### src/rtl/rx_sync_pkg.sv
package rx_sync_pkg;
  localparam int CTRL_W     = 3;
  localparam int SYNC_POS   = 0;
  localparam int MASTER_POS = 1;
  localparam int SLAVE_POS  = 2;

  typedef enum logic [1:0] {
    ROLE_IDLE   = 2'd0,
    ROLE_MASTER = 2'd1,
    ROLE_SLAVE  = 2'd2
  } role_e;

  function automatic role_e decode_role(input logic [CTRL_W-1:0] w);
    if (w[MASTER_POS])     return ROLE_MASTER;
    else if (w[SLAVE_POS]) return ROLE_SLAVE;
    else                   return ROLE_IDLE;
  endfunction
endpackage

### src/rtl/rsc_ctrl_reg.sv
module rsc_ctrl_reg
  import rx_sync_pkg::*;
(
  input  logic              clk,
  input  logic              rst_n,
  input  logic              cfg_wr,
  input  logic [CTRL_W-1:0] cfg_wdata,
  input  logic              rx_enable,
  output role_e             role,
  output logic              sync_pulse
);
  logic want_sync;

  // sync bit is a command: it only counts together with the master bit
  assign want_sync = cfg_wr & cfg_wdata[SYNC_POS] & cfg_wdata[MASTER_POS]
                     & rx_enable & ~sync_pulse;

  always_ff @(posedge clk) begin
    if (!rst_n) begin
      role       <= ROLE_IDLE;
      sync_pulse <= 1'b0;
    end else begin
      sync_pulse <= want_sync;
      if (cfg_wr) role <= decode_role(cfg_wdata);
    end
  end


  pulse_once_chk: assert property (@(posedge clk) disable iff (!rst_n)
    sync_pulse |=> !sync_pulse);

  pulse_role_chk: assert property (@(posedge clk) disable iff (!rst_n)
    sync_pulse |-> role == ROLE_MASTER);
endmodule

### src/rtl/rsc_pin_rx.sv
module rsc_pin_rx #(
  parameter int SYNC_STAGES = 2
) (
  input  logic clk,
  input  logic rst_n,
  input  logic pin,
  input  logic arm,
  output logic rise_q
);
  localparam int TOP = SYNC_STAGES - 1;

  logic [SYNC_STAGES-1:0] sh;
  logic                   prev;

  always_ff @(posedge clk) begin
    if (!rst_n) begin
      sh     <= '0;
      prev   <= 1'b0;
      rise_q <= 1'b0;
    end else begin
      sh[0] <= pin;
      for (int i = 1; i < SYNC_STAGES; i++) sh[i] <= sh[i-1];
      prev   <= sh[TOP];
      rise_q <= sh[TOP] & ~prev & arm;
    end
  end


  edge_single_chk: assert property (@(posedge clk) disable iff (!rst_n)
    rise_q |=> !rise_q);
endmodule

### src/rtl/rsc_reset_gen.sv
module rsc_reset_gen #(
  parameter int ALIGN_DLY = 3
) (
  input  logic clk,
  input  logic rst_n,
  input  logic rx_enable,
  input  logic local_pulse,
  input  logic remote_rise,
  output logic sync_strobe,
  output logic dp_reset
);
  logic local_del;

  generate
    if (ALIGN_DLY == 0) begin : g_nodly
      assign local_del = local_pulse;
    end else begin : g_dly
      logic [ALIGN_DLY-1:0] dly;
      always_ff @(posedge clk) begin
        if (!rst_n) dly <= '0;
        else begin
          dly[0] <= local_pulse;
          for (int i = 1; i < ALIGN_DLY; i++) dly[i] <= dly[i-1];
        end
      end
      assign local_del = dly[ALIGN_DLY-1];
    end
  endgenerate

  assign sync_strobe = local_del | remote_rise;
  assign dp_reset    = ~rx_enable | sync_strobe;
endmodule

### src/rtl/rsc_sample_stream.sv
module rsc_sample_stream #(
  parameter int DATA_W = 16
) (
  input  logic                clk,
  input  logic                rst_n,
  input  logic                clr,
  input  logic                count_mode,
  input  logic                in_valid,
  output logic                in_ready,
  input  logic [DATA_W-1:0]   in_i,
  input  logic [DATA_W-1:0]   in_q,
  output logic                out_valid,
  input  logic                out_ready,
  output logic [DATA_W-1:0]   out_i,
  output logic [DATA_W-1:0]   out_q,
  output logic [2*DATA_W-1:0] count
);
  localparam int CNT_W = 2 * DATA_W;

  logic fire;

  assign out_valid = in_valid & ~clr;
  assign in_ready  = out_ready & ~clr;
  assign fire      = out_valid & out_ready;

  always_ff @(posedge clk) begin
    if (!rst_n)    count <= '0;
    else if (clr)  count <= '0;
    else if (fire) count <= count + 1'b1;
  end

  assign out_i = count_mode ? count[CNT_W-1:DATA_W] : in_i;
  assign out_q = count_mode ? count[DATA_W-1:0]     : in_q;


  counter_clear_chk: assert property (@(posedge clk) disable iff (!rst_n)
    clr |=> count == '0);

  counter_step_chk: assert property (@(posedge clk) disable iff (!rst_n)
    fire |=> count == CNT_W'($past(count) + 1'b1));

  counter_hold_chk: assert property (@(posedge clk) disable iff (!rst_n)
    (!fire && !clr) |=> $stable(count));
endmodule

### src/rtl/rx_sync_ctrl.sv
module rx_sync_ctrl
  import rx_sync_pkg::*;
#(
  parameter int IO_W        = 16,
  parameter int SYNC_BIT    = 15,
  parameter int DATA_W      = 16,
  parameter int SYNC_STAGES = 2,
  parameter int ALIGN_DLY   = SYNC_STAGES + 1
) (
  input  logic                clk,
  input  logic                rst_n,
  input  logic                cfg_wr,
  input  logic [CTRL_W-1:0]   cfg_wdata,
  input  logic                rx_enable,
  input  logic                count_mode,
  input  logic [IO_W-1:0]     io_in,
  output logic [IO_W-1:0]     io_out,
  output logic [IO_W-1:0]     io_oe,
  input  logic                in_valid,
  output logic                in_ready,
  input  logic [DATA_W-1:0]   in_i,
  input  logic [DATA_W-1:0]   in_q,
  output logic                out_valid,
  input  logic                out_ready,
  output logic [DATA_W-1:0]   out_i,
  output logic [DATA_W-1:0]   out_q,
  output logic [2*DATA_W-1:0] sample_count,
  output logic                dp_reset
);
  localparam logic [IO_W-1:0] SEL = IO_W'(1) << SYNC_BIT;

  role_e role;
  logic  sync_pulse, is_master, slave_arm, pin, remote_rise, sync_strobe;

  rsc_ctrl_reg u_ctrl (
    .clk(clk), .rst_n(rst_n), .cfg_wr(cfg_wr), .cfg_wdata(cfg_wdata),
    .rx_enable(rx_enable), .role(role), .sync_pulse(sync_pulse)
  );

  assign is_master = (role == ROLE_MASTER);
  assign slave_arm = (role == ROLE_SLAVE) & rx_enable;
  assign pin       = |(io_in & SEL);

  for (genvar b = 0; b < IO_W; b++) begin : g_io
    if (b == SYNC_BIT) begin : g_sync
      assign io_oe[b]  = is_master;
      assign io_out[b] = sync_pulse;
    end else begin : g_quiet
      assign io_oe[b]  = 1'b0;
      assign io_out[b] = 1'b0;
    end
  end

  rsc_pin_rx #(.SYNC_STAGES(SYNC_STAGES)) u_pin (
    .clk(clk), .rst_n(rst_n), .pin(pin), .arm(slave_arm), .rise_q(remote_rise)
  );

  rsc_reset_gen #(.ALIGN_DLY(ALIGN_DLY)) u_rst (
    .clk(clk), .rst_n(rst_n), .rx_enable(rx_enable), .local_pulse(sync_pulse),
    .remote_rise(remote_rise), .sync_strobe(sync_strobe), .dp_reset(dp_reset)
  );

  rsc_sample_stream #(.DATA_W(DATA_W)) u_strm (
    .clk(clk), .rst_n(rst_n), .clr(dp_reset), .count_mode(count_mode),
    .in_valid(in_valid), .in_ready(in_ready), .in_i(in_i), .in_q(in_q),
    .out_valid(out_valid), .out_ready(out_ready), .out_i(out_i), .out_q(out_q),
    .count(sample_count)
  );


  slave_no_drive_chk: assert property (@(posedge clk) disable iff (!rst_n)
    !is_master |-> io_oe == '0);

  disabled_block_chk: assert property (@(posedge clk) disable iff (!rst_n)
    !rx_enable |-> (!out_valid && !in_ready && dp_reset));

  pulse_driven_chk: assert property (@(posedge clk) disable iff (!rst_n)
    (io_out != '0) |-> (io_oe == io_out));
endmodule

### config.mk
export PLATFORM = sky130hd
export DESIGN_NAME = rx_sync_ctrl
export DESIGN_NICKNAME = d
export VERILOG_FILES = /design/src/rtl/rx_sync_pkg.sv /design/src/rtl/rsc_ctrl_reg.sv /design/src/rtl/rsc_pin_rx.sv /design/src/rtl/rsc_reset_gen.sv /design/src/rtl/rsc_sample_stream.sv /design/src/rtl/rx_sync_ctrl.sv
export SDC_FILE = /design/constraint.sdc
export NUM_CORES = 1
export LEC_CHECK = 0
export BUFFER_PORTS_ARGS = -buffer_cell sky130_fd_sc_hd__clkbuf_2
export CAP_MARGIN = 40
export CORE_ASPECT_RATIO = 1.4
export CORE_UTILIZATION = 30
export CTS_BUF_LIST = sky130_fd_sc_hd__clkbuf_8
export CTS_CLUSTER_DIAMETER = 50
export DETAILED_ROUTE_END_ITERATION = 16
export GPL_TIMING_DRIVEN = 0
export SETUP_SLACK_MARGIN = 0.15
export SLEW_MARGIN = 20
export SYNTH_ARGS = -nofsm -noshare
export SYNTH_HDL_FRONTEND = slang
export SYNTH_HIERARCHICAL = 1
export SYNTH_SLANG_ARGS = --single-unit
### constraint.sdc
create_clock -name clk -period 2.3 [get_ports clk]
set_input_delay 0.46 -clock clk [delete_from_list [all_inputs] [get_ports clk]]
set_output_delay 0.46 -clock clk [all_outputs]
set_load 0.005 [all_outputs]
# After elaboration in Yosys (flattened, before gate mapping)
# Cells that the tools add are included.
# totals
reg_bits,42
latch_bits,0
ram_bits,0
mem_bits_ro,0
in_bits,58
out_inout_bits,99
word_cells,32
memories,0
# classes
addsub,1
mul,0
div,0
n_lt_le_gt_ge,0
eq_ne,2
shift,0
mux,4
bitwise_logic,17
n_reduce_logical,1
# ops
cell,n
adder 32 x 1 -> 32 bit (second input constant),1
2-to-1 mux 16 bit,2
bitwise AND 1 bit,10
NOT 1 bit,5
2-to-1 mux 2 bit,2
== test 2 x 1 -> 1 bit (second input constant),1
== test 2 bit (second input constant),1
bitwise OR 1 bit,2
OR reduction 2 bit,1

# Depth between registers and ports, before layout
# depth
depth_word,5
depth_mapped,7
ltp_nobuf,5

# By module
# The synthesis kept the hierarchy.
# modules_own_cells
mod,instances,cells_per_inst,area_per_inst_um2,seq_area_each_um2
rsc_sample_stream,1,222,1970.6,640.6
rx_sync_ctrl,1,35,259.0,0.0
rsc_pin_rx,1,8,112.6,80.1
rsc_ctrl_reg,1,11,110.1,60.1
rsc_reset_gen,1,8,93.8,60.1

# Least setup slack after synthesis
# OpenSTA, ideal clock, no wires.
# synth_path
path_type,in2reg
from,in rx_enable
to,reg u_strm.count[20]
setup_ns,0.070
arrival_ns,2.359
required_ns,2.230
setup_slack_ns,-0.129
cell_stages,6
path_buffers,1
cell_sequence,or3b_1 nand3b_4 or4_1 buf_2 or4_1 a21oi_1
# synth_between
elab_chain_len,5
word_cells_on_any_way,6
cone_classes,bitwise (5); reduce/logical (1)
# synth_lines
item,line_no,source
start: declaration,rx_sync_ctrl.sv:14,"input logic rx_enable,"
NOT 1 bit *,rsc_reset_gen.sv:31,assign dp_reset = ~rx_enable | sync_strobe;
bitwise OR 1 bit *,rsc_reset_gen.sv:31,
NOT 1 bit,rsc_sample_stream.sv:22,assign out_valid = in_valid & ~clr;
bitwise AND 1 bit,rsc_sample_stream.sv:22,
bitwise AND 1 bit,rsc_sample_stream.sv:24,assign fire = out_valid & out_ready;
end signal: assignment,rsc_sample_stream.sv:29,else if (fire) count <= count + 1'b1;
end: declaration,rsc_sample_stream.sv:16,output logic [2*DATA_W-1:0] count
# Every way passes the cells marked *; elsewhere a longest branch is shown, timed or not.
# A chain may end at the register's enable or synchronous reset.

# Worst setup path after layout
# layout_path
from,reg u_rst.g_dly.dly[2]
to,reg u_strm.count[20]
# layout_between
elab_chain_len,5
word_cells_on_any_way,6
cone_classes,bitwise (5); reduce/logical (1)
# layout_lines
item,line_no,source
start: declaration,rsc_reset_gen.sv:18,logic [ALIGN_DLY-1:0] dly;
start signal: assignment,rsc_reset_gen.sv:20,if (!rst_n) dly <= '0;
bitwise OR 1 bit *,rsc_reset_gen.sv:30,assign sync_strobe = local_del | remote_rise;
bitwise OR 1 bit *,rsc_reset_gen.sv:31,
NOT 1 bit,rsc_sample_stream.sv:22,
bitwise AND 1 bit,rsc_sample_stream.sv:22,
bitwise AND 1 bit,rsc_sample_stream.sv:24,
# Marks and branches as above.

==> impl_metrics.ini <==
[die]
num_rows = 39
fp.dieArea_sq_mm = 0.008844
chipWidth_um = 79.77
core-area_sq_mm = 0.008198
initial_core_util_pct = 30.98
io_pins = 157
fp.dieH_um = 110.9

[global_route]
antenna_found_initial = 0
grt_max_degree = 14
grt_pass1_wl_um = 10770
gr-total-overflow = 0
grt_pass1_vias = 2301
grt_usage_pct = 15.29

[clock_tree]
path_clk_slew_ps = 90
clock-sinks = 42
clk_path_buf_depth = 2
clkLatencyLatePin_ps = 300
numCtsBuffers = 5
cts_tree = yes
ctsHoldBuffers = 0
cts_max_level = 2
cts-root-buf = clkbuf_8

[place]
dpl_worst_slack_ps = -210.3
routabilityCongestion = 0.7998
numPortBuffers = 110
dp_hpwl_um = 5156

[timing]
setup_ws_ps = 133.7
skew_ps = 11.40
rsz0062_at_grt = true
slew_headroom_pct = 66.15
hold_violations = 0
setup_viol = 0
holdWs_ps = 372.7
post-route-min-period_ps = 2166
period_share_pct = 94.19
slew_violations = 0
clock.fmax_mhz = 461.6
max_slew.worst_pin.slew_ps = 507.7

[finish]
fin_nets = 496
fillers = 837
drive_gt1_share_pct = 52.05
synthToLayoutAreaGrowth_pct = 42.51
diodes = 0

[synthesis]
syn_area_per_cell_sq_um = 8.975
yosysWarnings = 6
postSynthCellCount = 283
synthesis.area_sq_mm = 0.002540

[power_and_ir_drop]
total_power_mw = 1.677
power_density_mw_per_mm2 = 463.2
leakage_nw = 1.638
vdd_drop_max_mv = 0.2532

[routing]
drt_iter0_drc = 126
drt_wl_total_um = 6850
vias = 2558
post_drt_wl_per_cell_um = 12.69
dr.pass1.iters = 4
avgViaCountPerCell = 4.737
drc = 0
route.antenna.remaining_nets = 0

[job]
drv_cap = 0

[setup_path]
critPathRequiredTime_ps = 2540
startpoint_type = flip-flop
crit_fanout = 5
crit_arrival_ps = 2410
path_class = flip-flop to flip-flop
setup.worst_path.end_class = flip-flop

[status]
status = finished, final reports clean

[min_path]
holdCritPathClass = primary input to flip-flop
stage by stage:
step / setup TNS [ps] / instance area [sq um] / cells / utilization [%]
4_1_cts: 0 / 3550 / 537 / 43.30
3_5_place_dp: -1495 / 3351 / 524 / 40.87
6_report: 0 / 3620 / 540 / 44.15
5_1_grt: 0 / 3620 / 540 / 44.15
2_1_floorplan: 0 / 2673 / 312 / -
3_3_place_gp: -1182 / 3351 / 524 / 40.87
routing by layer:
metal / part of all wire (%) / GRT usage, %
met1: 40 / 16.96
met3: 6.5 / 3.539
met5: 0 / 0
met4: 1.4 / 5.000
met2: 52 / 27.86
flip-flops by register name, indices dropped and copies added (netlist names):
signal	flops
u_ctrl/sync_pulse	1
u_pin/prev	1
u_strm/count	32
u_pin/rise_q	1
u_pin/sh	2
u_rst/g_dly.dly	3
u_ctrl/role	2
cells in the final DEF (no fill, tap or decap), types with 3 or more instances in the layout:
master / n
and2_1: 5
nor2_1: 11
nand3_1: 9
and2_2: 3
conb_1: 30
nand4_1: 12
xnor2_1: 4
mux2_2: 32
dfxtp_2: 7
or3_1: 7
dfxtp_1: 34
clkbuf_2: 113
buf_2: 4
inv_1: 3
nand2_1: 13
clkbuf_1: 5
clkbuf_8: 7
or4_4: 6
or4_1: 12
and4_1: 6
buf_4: 39
nor2b_1: 3
o31ai_1: 12
o21ai_0: 6
xor2_1: 6
a21oi_1: 20
worst max-delay path, stage by stage, from the launching register on:
cell      delay, ps
dfxtp_1         300
or3b_4          390
nand3b_4        180
or4_4           510
buf_6           150
or4_4           460
a21oi_1         120
power breakdown:
part / leakage, nW / internal, mW / switching, mW
logic: 1.22 / 0.126 / 0.0858
clock network: 0.0714 / 0.463 / 0.269
registers: 0.343 / 0.730 / 0.00283
total: 1.64 / 1.32 / 0.357
final timing paths:
check	start	endpoint	slack, ps	depth (start not counted)
worst max-delay path	u_rst/g_dly.dly[2]	u_strm/count[20]	130	6
worst min-delay path	io_in[15]	u_pin/sh[0]	370	2
worst max register to register	u_rst/g_dly.dly[2]	u_strm/count[20]	130	6
worst min register to register	u_rst/g_dly.dly[0]	u_rst/g_dly.dly[1]	440	1
area by class of cell:
type	count	area [sq um]	area share (%)
Buffer	47	340.3	9.402
Clock buffer	6	82.58	2.281
Clock inverter	2	60.06	1.659
Inverter	3	11.26	0.3111
Multi-Input combinational cell	220	1536	42.45
Sequential cell	42	853.3	23.57
Tap cell	102	127.6	3.526
Timing Repair Buffer	118	608.1	16.80
repair_timing:
item / in CTS / in global routing
endpoints found under the setup margin: 32 / 24
pin swaps: 2 / 3
gates cloned: 0 / 1
resized for setup: 10 / 22
buffers inserted: 5 / 2
Power figures use the tool's default switching activity.
